--- src/rtl/dp_alu_pkg.sv ---
package dp_alu_pkg;

   typedef enum logic [3:0] {
      OP_ADD = 4'd0,
      OP_ADC = 4'd1,
      OP_SUB = 4'd2,
      OP_SBC = 4'd3,
      OP_RSB = 4'd4,
      OP_RSC = 4'd5,
      OP_AND = 4'd6,
      OP_ORR = 4'd7,
      OP_EOR = 4'd8,
      OP_BIC = 4'd9,
      OP_MOV = 4'd10,
      OP_MVN = 4'd11
   } op_e;

   localparam int FLAG_N = 3;
   localparam int FLAG_Z = 2;
   localparam int FLAG_C = 1;
   localparam int FLAG_V = 0;

   function automatic logic op_is_arith(input logic [3:0] code);
      return code <= 4'd5;
   endfunction

   function automatic logic op_is_logic(input logic [3:0] code);
      return (code >= 4'd6) && (code <= 4'd11);
   endfunction

endpackage

--- src/rtl/dp_opnd_b.sv ---
module dp_opnd_b #(
   parameter int WIDTH = 32,
   parameter int IMM_W = 8,
   parameter int SH_W  = 2
) (
   input  logic [WIDTH-1:0] b_reg,
   input  logic [IMM_W-1:0] b_imm,
   input  logic             use_imm,
   input  logic [SH_W-1:0]  b_shamt,
   output logic [WIDTH-1:0] opb
);
   localparam int PAD_W = WIDTH - IMM_W;

   logic [WIDTH-1:0] imm_ext;
   logic [WIDTH-1:0] reg_shl;

   generate
      if (PAD_W > 0) begin : g_pad
         assign imm_ext = {{PAD_W{1'b0}}, b_imm};
      end else begin : g_nopad
         assign imm_ext = b_imm[WIDTH-1:0];
      end
   endgenerate

   assign reg_shl = b_reg << b_shamt;
   assign opb     = use_imm ? imm_ext : reg_shl;
endmodule

--- src/rtl/dp_addsub.sv ---
module dp_addsub #(
   parameter int WIDTH  = 32,
   parameter bit RIPPLE = 1'b0
) (
   input  logic [WIDTH-1:0] x,
   input  logic [WIDTH-1:0] y,
   input  logic             cin,
   output logic [WIDTH-1:0] sum,
   output logic             cout,
   output logic             ovf
);
   generate
      if (RIPPLE) begin : g_ripple
         logic [WIDTH:0] cy;
         assign cy[0] = cin;
         for (genvar i = 0; i < WIDTH; i++) begin : g_bit
            assign sum[i]  = x[i] ^ y[i] ^ cy[i];
            assign cy[i+1] = (x[i] & y[i]) | (cy[i] & (x[i] ^ y[i]));
         end
         assign cout = cy[WIDTH];
         assign ovf  = cy[WIDTH] ^ cy[WIDTH-1];
      end else begin : g_fast
         logic [WIDTH:0] wide;
         assign wide = {1'b0, x} + {1'b0, y} + {{WIDTH{1'b0}}, cin};
         assign sum  = wide[WIDTH-1:0];
         assign cout = wide[WIDTH];
         assign ovf  = (x[WIDTH-1] == y[WIDTH-1]) && (sum[WIDTH-1] != x[WIDTH-1]);
      end
   endgenerate
endmodule

--- src/rtl/dp_logic.sv ---
module dp_logic #(
   parameter int WIDTH = 32
) (
   input  logic [WIDTH-1:0] a,
   input  logic [WIDTH-1:0] b,
   input  logic [3:0]       op,
   output logic [WIDTH-1:0] res
);
   import dp_alu_pkg::*;

   always_comb begin
      case (op)
         OP_AND:  res = a & b;
         OP_ORR:  res = a | b;
         OP_EOR:  res = a ^ b;
         OP_BIC:  res = a & ~b;
         OP_MOV:  res = b;
         OP_MVN:  res = ~b;
         default: res = '0;
      endcase
   end
endmodule

--- src/rtl/dp_alu.sv ---
module dp_alu #(
   parameter int WIDTH  = 32,
   parameter int IMM_W  = 8,
   parameter int SH_W   = 2,
   parameter bit RIPPLE = 1'b0
) (
   input  logic [WIDTH-1:0] a,
   input  logic [WIDTH-1:0] b_reg,
   input  logic [IMM_W-1:0] b_imm,
   input  logic             use_imm,
   input  logic [SH_W-1:0]  b_shamt,
   input  logic [3:0]       op,
   input  logic             set_flags,
   input  logic [3:0]       flags_in,
   output logic [WIDTH-1:0] result,
   output logic [3:0]       flags_out
);
   import dp_alu_pkg::*;

   localparam int MAX_SH = (1 << SH_W) - 1;

   generate
      if (WIDTH < 2) begin : g_bad_width
         $error("dp_alu: WIDTH must be at least 2");
      end
      if (IMM_W > WIDTH) begin : g_bad_imm
         $error("dp_alu: IMM_W must not exceed WIDTH");
      end
      if (MAX_SH >= WIDTH) begin : g_bad_sh
         $error("dp_alu: SH_W allows shifts of the full width");
      end
   endgenerate

   logic [WIDTH-1:0] opb;
   logic [WIDTH-1:0] add_x, add_y, add_sum, log_res;
   logic             add_cin, add_cout, add_ovf;
   logic             c_now;
   logic             is_arith, is_logic;

   dp_opnd_b #(.WIDTH(WIDTH), .IMM_W(IMM_W), .SH_W(SH_W)) u_opnd (
      .b_reg   (b_reg),
      .b_imm   (b_imm),
      .use_imm (use_imm),
      .b_shamt (b_shamt),
      .opb     (opb)
   );

   assign c_now    = flags_in[FLAG_C];
   assign is_arith = op_is_arith(op);
   assign is_logic = op_is_logic(op);

   always_comb begin
      add_x   = a;
      add_y   = opb;
      add_cin = 1'b0;
      case (op)
         OP_ADC: add_cin = c_now;
         OP_SUB: begin add_y = ~opb; add_cin = 1'b1;  end
         OP_SBC: begin add_y = ~opb; add_cin = c_now; end
         OP_RSB: begin add_x = opb; add_y = ~a; add_cin = 1'b1;  end
         OP_RSC: begin add_x = opb; add_y = ~a; add_cin = c_now; end
         default: ;
      endcase
   end

   dp_addsub #(.WIDTH(WIDTH), .RIPPLE(RIPPLE)) u_add (
      .x    (add_x),
      .y    (add_y),
      .cin  (add_cin),
      .sum  (add_sum),
      .cout (add_cout),
      .ovf  (add_ovf)
   );

   dp_logic #(.WIDTH(WIDTH)) u_logic (
      .a   (a),
      .b   (opb),
      .op  (op),
      .res (log_res)
   );

   always_comb begin
      if (is_arith)      result = add_sum;
      else if (is_logic) result = log_res;
      else               result = '0;
   end

   always_comb begin
      flags_out = flags_in;
      if (set_flags && (is_arith || is_logic)) begin
         flags_out[FLAG_N] = result[WIDTH-1];
         flags_out[FLAG_Z] = (result == '0);
         if (is_arith) begin
            flags_out[FLAG_C] = add_cout;
            flags_out[FLAG_V] = add_ovf;
         end
      end
   end
endmodule

--- config.mk ---
export PLATFORM = sky130hd
export DESIGN_NAME = dp_alu
export DESIGN_NICKNAME = d
export VERILOG_FILES = /design/src/rtl/dp_alu_pkg.sv /design/src/rtl/dp_opnd_b.sv /design/src/rtl/dp_addsub.sv /design/src/rtl/dp_logic.sv /design/src/rtl/dp_alu.sv
export SDC_FILE = /design/constraint.sdc
export NUM_CORES = 1
export LEC_CHECK = 0
export ABC_AREA = 0
export BUFFER_PORTS_ARGS = -buffer_cell sky130_fd_sc_hd__buf_4
export CORE_MARGIN = 2
export CORE_UTILIZATION = 53
export DETAILED_ROUTE_END_ITERATION = 10
export PLACE_DENSITY = 0.84
export SLEW_MARGIN = 40
export SYNTH_ARGS = -nofsm -noshare
export SYNTH_HDL_FRONTEND = slang
export SYNTH_SLANG_ARGS = --single-unit
--- constraint.sdc ---
create_clock -name vclk -period 12.2
set_input_delay 3.66 -clock vclk [all_inputs]
set_output_delay 3.66 -clock vclk [all_outputs]
set_load 0.01 [all_outputs]
---- Yosys cells after proc, flatten, opt, wreduce, memory -nomap -nowiden ----
Index checks and enable logic that the tools add are counted.
storage, ports and cells
  flip-flop bits (word level) ............. 0
  bits in latches ......................... 0
  memory bits (writable) .................. 0
  memory bits (read-only) ................. 0
  logic and storage cells ................. 43
  memories kept ........................... 0
operators by class
  add/subtract/negate cells ............... 2
  multipliers ............................. 0
  div/mod/pow operators ................... 0
  order comparisons ....................... 3
  eq/ne operators ......................... 13
  shifts and indexed selects .............. 1
  muxes and demuxes ....................... 9
  bitwise operators ....................... 6
  reduce and logical (&&, ||, !) cells .... 9
operator list
  kind                  count
  $pmux W32 S6          1
  $mux W32              4
  $and A32 B32 Y32      2
  $not A32 Y32          2
  $pmux W32 S2          1
  $add A32 B32 Y33      1
  $add A33 B1 Y33       1
  $logic_not A32 Y1     1
  $or A32 B32 Y32       1
  $shl A32 B2 Y32       1
  $xor A32 B32 Y32      1
  $eq A4 B3 Y1 const B  4
  $eq A4 B4 Y1 const B  4
  $eq A4 B2 Y1 const B  2
  $reduce_or A2 Y1      3
  $eq A4 B1 Y1 const B  1
  $ge A4 B3 Y1 const B  1
  $le A4 B3 Y1 const B  1
  $le A4 B4 Y1 const B  1
  $mux W4               1
  $logic_and A1 B1 Y1   3
  $reduce_or A3 Y1      1
  $mux W2               1
  $pmux W1 S2           1
  other kinds (3)       3

---- Logic depth before layout (Yosys ltp) ----
Gate-level depths: netlist of run 1.
  depth in word-level cells ............... 10
  gate-level depth with buffers ........... 20
  mapped depth without buffers ............ 17

---- Hierarchy ----
From an unflattened synthesis of run 1, not the netlist that was laid out.
unflattened totals
  cells, all modules ...................... 960
  area, all modules ....................... 6961.7 um^2
modules (own cells, without submodules)
  module     instances  cells an instance  area each (um^2)  seq. area each (um^2)
  dp_alu     1          356                2209.6            0.0
  dp_logic   1          286                2102.0            0.0
  dp_addsub  1          228                1686.6            0.0
  dp_opnd_b  1          90                 963.4             0.0

---- Worst setup path after synthesis of run 1 ----
OpenSTA, ideal clock, no wires.
  kind .................................... input to output
  from .................................... in op[1]
  to ...................................... out flags_out[2]
  arrival ................................. 8.856 ns
  required time ........................... 8.540 ns
  path slack .............................. -0.316 ns
  cell stages on the path ................. 20
  cells stage by stage .................... clkbuf_1 > clkbuf_1 > clkbuf_1 > nand2b_1 > clkbuf_1 > buf_1 > a21oi_1 > fa_1 > inv_1 > fa_1 > a211oi_1 > o31a_1 > a211o_1 > a2111oi_0 > o21ai_0 > a31o_2 > or4_1 > or4_1 > nor2_1 > a22o_1
between the ends
  longest elaborated chain between the ends .. 8
  elaborated cells on any way between the ends .. 31
  those cells by class .................... 2 x add/sub; 3 x order compare; 11 x eq/ne; 7 x mux; 8 x reduce/logical
ends and longest elaborated chain
  what                                                 RTL line         text
  start: declaration                                   dp_alu.sv:12     input logic [3:0] op,
  $eq A4 B3 Y1 / $eq A4 B2 Y1 (equally long branches)  dp_alu.sv:56     case (op)
  $reduce_or A2 Y1 (no source line)                    --
  $pmux W32 S2 / $mux W32 (equally long branches)      dp_alu.sv:56
  $add A32 B32 Y33                                     dp_addsub.sv:24  assign wide = {1'b0, x} + {1'b0, y} + {{WIDTH{1'b0}}, cin};
  $add A33 B1 Y33                                      dp_addsub.sv:24
  $mux W32 (*)                                         dp_alu.sv:83     if (is_arith) result = add_sum;
  named net result[20]                                 dp_alu.sv:15     output logic [WIDTH-1:0] result,
  $logic_not A32 Y1 (*)                                dp_alu.sv:92     flags_out[FLAG_Z] = (result == '0);
  $mux W4 (*)                                          dp_alu.sv:90     if (set_flags && (is_arith || is_logic)) begin
  end: declaration                                     dp_alu.sv:16     output logic [3:0] flags_out
Mark *: on every way through the listed nets, which the timed path passes. The rest lies on a longest branch.

---- Final worst setup path of run 1 ----
  from .................................... in b_shamt[1]
  to ...................................... out flags_out[2]
between the ends
  longest elaborated chain between the ends .. 9
  elaborated cells on any way between the ends .. 16
  those cells by class .................... 2 x add/sub; 1 x shift; 7 x mux; 5 x bitwise; 1 x reduce/logical
ends and longest elaborated chain
  what                                                     RTL line                         text
  start: declaration                                       dp_alu.sv:11                     input logic [SH_W-1:0] b_shamt,
  $shl A32 B2 Y32 (*)                                      dp_opnd_b.sv:25                  assign reg_shl = b_reg << b_shamt;
  $mux W32 (*)                                             dp_opnd_b.sv:26                  assign opb = use_imm ? imm_ext : reg_shl;
  $not A32 Y32                                             --
  $pmux W32 S2 / $and A32 B32 Y32 (equally long branches)  dp_alu.sv:56, dp_logic.sv:16
  $add A32 B32 Y33 / $pmux W32 S6 (equally long branches)  dp_addsub.sv:24, dp_logic.sv:12
  $add A33 B1 Y33 / $mux W32 (equally long branches)       dp_addsub.sv:24, dp_alu.sv:84
  $mux W32 (*)                                             dp_alu.sv:83
  $logic_not A32 Y1 (*)                                    dp_alu.sv:92
  $mux W4 (*)                                              dp_alu.sv:90
Mark *: on every way between the ends. The rest lies on a longest branch, timed or not.

==> results of run 1 <==
routing by layer:
layer / vias up / track usage [%] / part of all wire [%]
li1: 3613 / - / -
met1: 3567 / 48.7 / 39
met2: 504 / 62.7 / 45
met3: 98 / 5.62 / 11
met4: 0 / 15.8 / 5.3
met5: - / 0 / 0
logic make-up after synthesis:
| family | synth area share (%) |
|---|---|
| AOI/OAI and AO/OA | 37.0 |
| and+or+nand+nor | 23.9 |
| xor gates and xnor gates | 4.51 |
| adders and majority gates | 14.2 |
| buffers and inverters | 8.04 |
| muxes | 12.3 |
cell type report:
cell class / count / area [um^2] / share of cell area (%)
repair buffers: 184 / 1390 / 19.3
inverters: 50 / 188 / 2.60
multi-input cells: 778 / 5450 / 75.6
well taps: 140 / 175 / 2.43
power groups by stage:
stage	sequential (mW)	clock, mW	combinational, mW
5_1_grt	0	0	0.514
6_report	0	0	0.476
4_1_cts	0	0	0.455
3_5_place_dp	0	0	0.452
2_1_floorplan	0	0	0.285
3_3_place_gp	0	0	0.447
synthesized netlist by cell type (7+ instances only):
master                     instances  area (um^2)
sky130_fd_sc_hd__nand3_1          14         70.1
sky130_fd_sc_hd__a22oi_1           9         67.6
sky130_fd_sc_hd__o221ai_1         45          394
sky130_fd_sc_hd__a211oi_1         12         90.1
sky130_fd_sc_hd__or4_1             7         52.6
sky130_fd_sc_hd__o21a_1            7         52.6
sky130_fd_sc_hd__mux2i_1          30          300
sky130_fd_sc_hd__a21o_1           10         75.1
sky130_fd_sc_hd__xor2_1           16          140
sky130_fd_sc_hd__o211ai_1         15          113
sky130_fd_sc_hd__a221oi_1         10         87.6
sky130_fd_sc_hd__ha_1             63          788
sky130_fd_sc_hd__a21oi_1          66          330
sky130_fd_sc_hd__nor3_1           13         65.1
sky130_fd_sc_hd__nor2b_1          11         68.8
sky130_fd_sc_hd__clkbuf_1         56          210
sky130_fd_sc_hd__xnor2_1          14          123
sky130_fd_sc_hd__mux2_2           23          259
sky130_fd_sc_hd__nand4_1          12         75.1
sky130_fd_sc_hd__nand2b_1         11         68.8
sky130_fd_sc_hd__nand2_1         156          586
sky130_fd_sc_hd__nor2_1           55          206
sky130_fd_sc_hd__inv_1            50          188
sky130_fd_sc_hd__o21ai_0          79          395
timing repair:
action | in CTS | in global routing
endpoints found under the setup margin | 1 | 1
pin swaps | 0 | 2
buffers inserted | 0 | 3
gates resized for setup | 2 | 16
metrics by stage:
step	cell area [um^2]	worst slack (ns)	cells	hold slack [ns]
3_3_place_gp	7110	0.0570	1149	7.60
6_report	7210	0.132	1152	7.61
3_5_place_dp	7120	0.000837	1149	7.61
5_1_grt	7210	-0.0210	1152	7.65
2_1_floorplan	5830	0.0399	897	7.43
4_1_cts	7130	0.0332	1149	7.62
worst paths after layout:
kind	startpoint	cells past startpoint	to	slack [ns]
max	b_shamt[1]	18	flags_out[2]	0.13
min	flags_in[3]	4	flags_out[3]	7.61
critical path: stages:
cell and delay, ns:
sky130_fd_sc_hd__buf_4 0.11, sky130_fd_sc_hd__or2_2 0.30, sky130_fd_sc_hd__o2bb2a_2 0.30, sky130_fd_sc_hd__o221a_2 0.24, sky130_fd_sc_hd__fa_1 0.43, sky130_fd_sc_hd__inv_1 0.09, sky130_fd_sc_hd__fa_1 0.21, sky130_fd_sc_hd__a211oi_2 0.09
sky130_fd_sc_hd__o31a_1 0.34, sky130_fd_sc_hd__a211o_1 0.33, sky130_fd_sc_hd__a2111oi_2 0.42, sky130_fd_sc_hd__o21ai_0 0.12, sky130_fd_sc_hd__a31o_2 0.26, sky130_fd_sc_hd__or4_1 0.49, sky130_fd_sc_hd__or4_1 0.57, sky130_fd_sc_hd__nor2_2 0.18
sky130_fd_sc_hd__a22o_1 0.14, sky130_fd_sc_hd__buf_4 0.11
==> results.txt, run 1 <==
- Outcome: complete, no violations
- # IOs: between 100 and 150
* Power density normalized to cell area: approximately 66 nW/um^2
- Counting every net in the synthesized netlist gives roughly 1000.
- After the first detailed-routing iteration, the DRC count stood at approximately 1100.
- Count of nets left with antenna violations after detail routing: 0
- Total wirelength of the detailed-routed design: between 20000 and 25000 um
* Area of the mapped netlist: 5820 um^2
- Reported leakage power: 3.29 nW
- Measured against its own limit, the worst slew margin works out to roughly two fifths.
- YS warnings: 0
- The final count of hold timing violations was 0.
- The path class of the tightest hold or removal check is primary input to output port.
- Cell Int Power: 0.205 mW
- Die Y: between 100 and 150 um
* Crit path launch type: primary input
* Unique cell type count in the Yosys netlist: 73
- Setup TNS: 0 ns
- Max-cap violations in this run came to 0.
- During placement, the flow inserted port buffers numbering 120.
* Final antenna diode count: 0
- Worst Tran Pin Value: 0.908 ns
* Chip width: 109 um
- The post-route netlist has 24.2% of its cells at a drive strength greater than 1.
* Via count of the first global-routing pass: 6907
- Design Power: 0.476 mW
- WP data required: 8.54 ns
- The library cell used most frequently in the layout, excluding fill and tap cells, is sky130_fd_sc_hd__buf_4.
- Before antenna repair, the detailed router went through 6 iterations.
- The worst path in the final design needs a cycle of roughly 12 ns, including I/O delays and setup.
* Clock group share of total power: 0%
* Largest net degree at the start of global routing: between 50 and 60
- Sequential power share: 0%
* Floorplan row count: 38
* Num sequential: 0
- For this run, the share of the core covered by cells in the final layout is about two thirds.
- The initial utilization of the core area, before any placement, comes to a little over half.
* Std-Cell Core Area: 10800 um^2
- Based on the critical path, the design can be clocked at up to just over 0.08 GHz.
* Critical Path Sink Type: output port
* Number of antenna violations at the first check in global routing: 0
* Drt wl/cell: roughly 20 um
* Number of pins with negative max-slew slack in the final report: 0
* Post-Synthesis Cells: 897
- For this design the total switching power over the nets is ~0.27 mW.
- Summed over all layers, the global routing overflow is 0.
- Remaining DRCs: 0
- Global-route wire length before repair: 35500 um
- Sequential area share after synthesis: 0%
- In the final design database the tool counted between 1000 and 1500 nets.
* Net Sw Frac: a little under three fifths
- Sequential cell area: 0 um^2
- The routed layout has 7782 vias.
* Filler cell count: around 1000
- After legalization and detailed placement, the total HPWL measured approximately 18000 um.
- After synthesis, the mean cell area works out to roughly 6.5 um^2.
- Final cycle utilization of the critical path: a little over nine tenths
- Setup violations remaining at the end of the flow were counted as 0.
- Part of the power in combinational logic: 100.0%
- Global routing consumed, over all layers together, between 30% and 40% of the routing resources.
* Area growth from synthesis to layout: 23.9%
- Routability-driven placement finished with a final weighted congestion of 1.02.
- The die covers roughly 12000 um^2.
- After detailed routing, the number of vias per cell comes to approximately 6.8.
* Clock buf count: 0
- In this run, post-CTS hold repair placed 0 buffers.
- VDD sags by at most just over 0.00005 V.
* Max Fanout on Critical Path: 4
- Setup CP Type: primary input to output port
- Critical Path AT: about 8.4 ns
- Commonest cells after routing, fill and taps aside: 183 x sky130_fd_sc_hd__buf_4, 156 x sky130_fd_sc_hd__nand2_1, 78 x sky130_fd_sc_hd__o21ai_0
Power figures use the tool's default switching activity.
==> run 2: changes to the inputs <==
Settings changed: CORE_UTILIZATION 53 to 59, PLACE_DENSITY 0.84 to 0.88.
Clock period 12.2 ns to 12.72 ns, I/O delays scaled along.
==> run 2 against run 1 <==
Total power down 8.0%; via count decreased by 0.91%; routed wire length fell by 3.2%; largest cell class unchanged; die area fell by 9.8%; flip-flop and latch count unchanged; global-route usage rose by 2.9 points; non-clock buffer count down 19; setup slack better by 0.032 ns; combinational power shrank 8.0%; utilization is 5.6 points higher; cell count down 2.3%; highest routed layer is now met5; cell area down 2.8%.
==> results.txt, run 2 (synthesis results as in run 1) <==
* Cell with the largest stage delay on the worst path: sky130_fd_sc_hd__or4_1
- Derived from the worst setup path, the maximum achievable clock frequency is about 0.08 GHz.
* Number of antenna violations at the first check in global routing: 1 (+1)
* Overall via count from detail_route: 7711 (-0.91%)
- Worst Tran Pin Value: 0.837 ns (-0.0711 ns)
- Final cycle utilization of the critical path: 98.7%
- Number of pins with negative max-slew slack in the final report: 0 (unchanged)
* Cell family contributing the most delay on the critical path: compound AO/OA/AOI/OAI gates
- Walking the worst path, the cells encountered are buf_4 > or2_2 > o2bb2a_1 > o221a_2 > fa_1 > inv_1 > fa_1 > a211oi_2 > o31a_1 > a211o_1 > a2111oi_4 > o21ai_0 > a31o_2 > or4_1 > or4_1 > nor2_1 > a22o_1 > buf_4.
- Routed via count divided by cell count: 6.85 (+1.4%)
- Following the worst setup path forward leads to its endpoint at flags_out[2].
- Worst slew margin: 44.2% (+5.6 points)
- Num sequential: 0 (unchanged)
- Final antenna diode count: 0 (unchanged)
- The tightest min-delay check is of the primary input to output port type.
* Setup Viol. Count Final: 0 (unchanged)
- The starting density of the core came to 60.1% (+6.2 points).
- From synthesis to final layout, the design area changed by 20.4%.
- The final wirelength is 22400 um (-3.2%).
- Sequential cell area: 0 um^2 (unchanged)
- Quantity of I/O buffers inserted on ports: 120 (unchanged)
- Cell area after layout: 7010 um^2 (-2.8%)
* Global-route wire length before repair: 34400 um (-3.2%)
- The die boundary width came to 103 um (-5.0%).
- The layout cell share with drive strength beyond 1 is 21.6% (-2.7 points).
* Critical Path AT: 8.74 ns (+0.33 ns)
- The weighted congestion at the end of routability-driven global placement was 1.04 (+1.3%).
- Filler cell count: 854 (-16%)
- The setup TNS after final layout was 0 ns (unchanged).
* Number of placed instances, taps included: 1126 (-2.0%)
* Total die area: 10700 um^2 (-9.8%)
- The worst supply voltage drop on vdd was 0.0000461 V (-10%).
- Post-Route Utilization: 72.4% (+5.6 points)
- Count of nets left with antenna violations after detail routing: 0 (unchanged)
- The post-detailed-placement half-perimeter wirelength came to 17100 um (-4.3%).
* Router iterations before antenna repair: 6 (unchanged)
- The via count of the first global-routing pass came to 6856 (-0.74%).
* Post-place instance area: 6970 um^2 (-2.1%)
- Commonest cells after routing, fill and taps aside: 163 x sky130_fd_sc_hd__buf_4, 156 x sky130_fd_sc_hd__nand2_1, 79 x sky130_fd_sc_hd__o21ai_0
- Multi-input logic area: 5410 um^2 (-0.80%)
- # IOs: 120 (unchanged)
- Hold-fix buffers, CTS: 0 (unchanged)
* Remaining DRCs: 0 (unchanged)
- The count of clock buffers in the final design came to 0 (unchanged).
* Floorplan row count: 36 (-5.3%)
* Crit path launch type: primary input
- Design Power: 0.438 mW (-8.0%)
* Min cycle time layout: between 10 and 15 ns
- Post CTS Setup Buffer Count: 0 (unchanged)
* Max cap viols: 0 (unchanged)
* Outcome: complete, no violations
- Count of buffer and inverter cells on the critical path: 3 (unchanged)
* Power density normalized to cell area: 62.5 nW/um^2 (-5.4%)
- Remaining global-route overflow: 0 (unchanged)
* Max Fanout on Critical Path: 10 (+6)
* Most common library cell in the layout ignoring fill and taps: sky130_fd_sc_hd__buf_4
- Die Y: 103 um (-5.0%)
* Reported leakage power: 3.18 nW (-3.2%)
- Detailed-routed wire length on met3: 2600 um (about the same)
* Largest stage delay on the critical path: 0.59 ns (+0.02 ns)
- Number of gates on the worst path with buffers counted: 18 (unchanged)
* Least setup slack across all paths after layout: 0.164 ns (+0.0323 ns)
- DP Worst Slack: 0.0358 ns (+0.0350 ns)
* Setup CP Type: primary input to output port
- Detailed Route Iter0 Violations: 777 (-26%)
- Std-Cell Core Area: 9680 um^2 (-10%)
- The total number of nets in the final design came to 1144 (-1.6%).
* Critical Path Sink Type: output port
- Uppermost metal layer occupied by signal nets: met5
- Worst setup path startpoint: use_imm
* Quantity of gates resized following cts: 0 (-2)
* Amount of wire on met2 after detailed routing: 10000 um (-2.6%)
- The wire length on met1 came to 8600 um (-4.4%).
* WP data required: 8.90 ns (+0.36 ns)
- The routed wire length per instance is 19.9 um (-0.94%).
* Post-route insts no fill: 1126 (-2.3%)
- The worst hold slack is 7.92 ns (+0.309 ns).
- The final count of hold timing violations was 0 (unchanged).
- Largest net degree at the start of global routing: 54 (-8.5%)
* GRT Overall Usage: 40.6% (+2.9 points)
-- run 2: changes by cell type in the layout (fill, tap and decap cells not counted), moves of 2 or more --
cell,previous run,this run
sky130_fd_sc_hd__buf_6,0,2
sky130_fd_sc_hd__a2111oi_2,2,0
sky130_fd_sc_hd__buf_4,183,163
sky130_fd_sc_hd__a21oi_2,3,1
sky130_fd_sc_hd__a21oi_1,63,65
sky130_fd_sc_hd__nor2b_1,9,11
-- run 2: report_power, final --
part	total, mW	switching, mW	internal [mW]
clock	0	0	0
combinational	0.438	0.252	0.186
sequential	0	0	0
-- run 2: worst min path at each step --
stage           startpoint      endpoint  slack [ns]  cells after the start
6_report       flags_in[0]  flags_out[0]        7.92                      4
5_1_grt        flags_in[0]  flags_out[0]        7.95                      4
4_1_cts        flags_in[0]  flags_out[0]        7.92                      4
3_5_place_dp   flags_in[0]  flags_out[0]        7.92                      4
3_3_place_gp   flags_in[3]  flags_out[3]        7.91                      4
2_1_floorplan         a[1]     result[1]        7.74                      2
-- run 2: tightest hold or removal path, delay by kind of cell --
family                 cells  cell delay (ns)
AO/OA/AOI/OAI              1             0.06
buffers and inverters      2             0.19
AND/OR/NAND/NOR            1             0.04
-- run 2: final cells by class --
| class | count | area share (%) |
|---|---|---|
| Multi-Input combinational cell | 778 | 77.2 |
| Timing Repair Buffer | 165 | 17.8 |
| Inverter | 50 | 2.68 |
| Tap cell | 133 | 2.37 |
-- run 2: metal layers --
layer | up-vias | track usage, %
li1 | 3579 | -
met1 | 3506 | 52.4
met2 | 527 | 67.0
met4 | 2 | 19.5
met5 | - | 0
met3 | 97 | 5.38
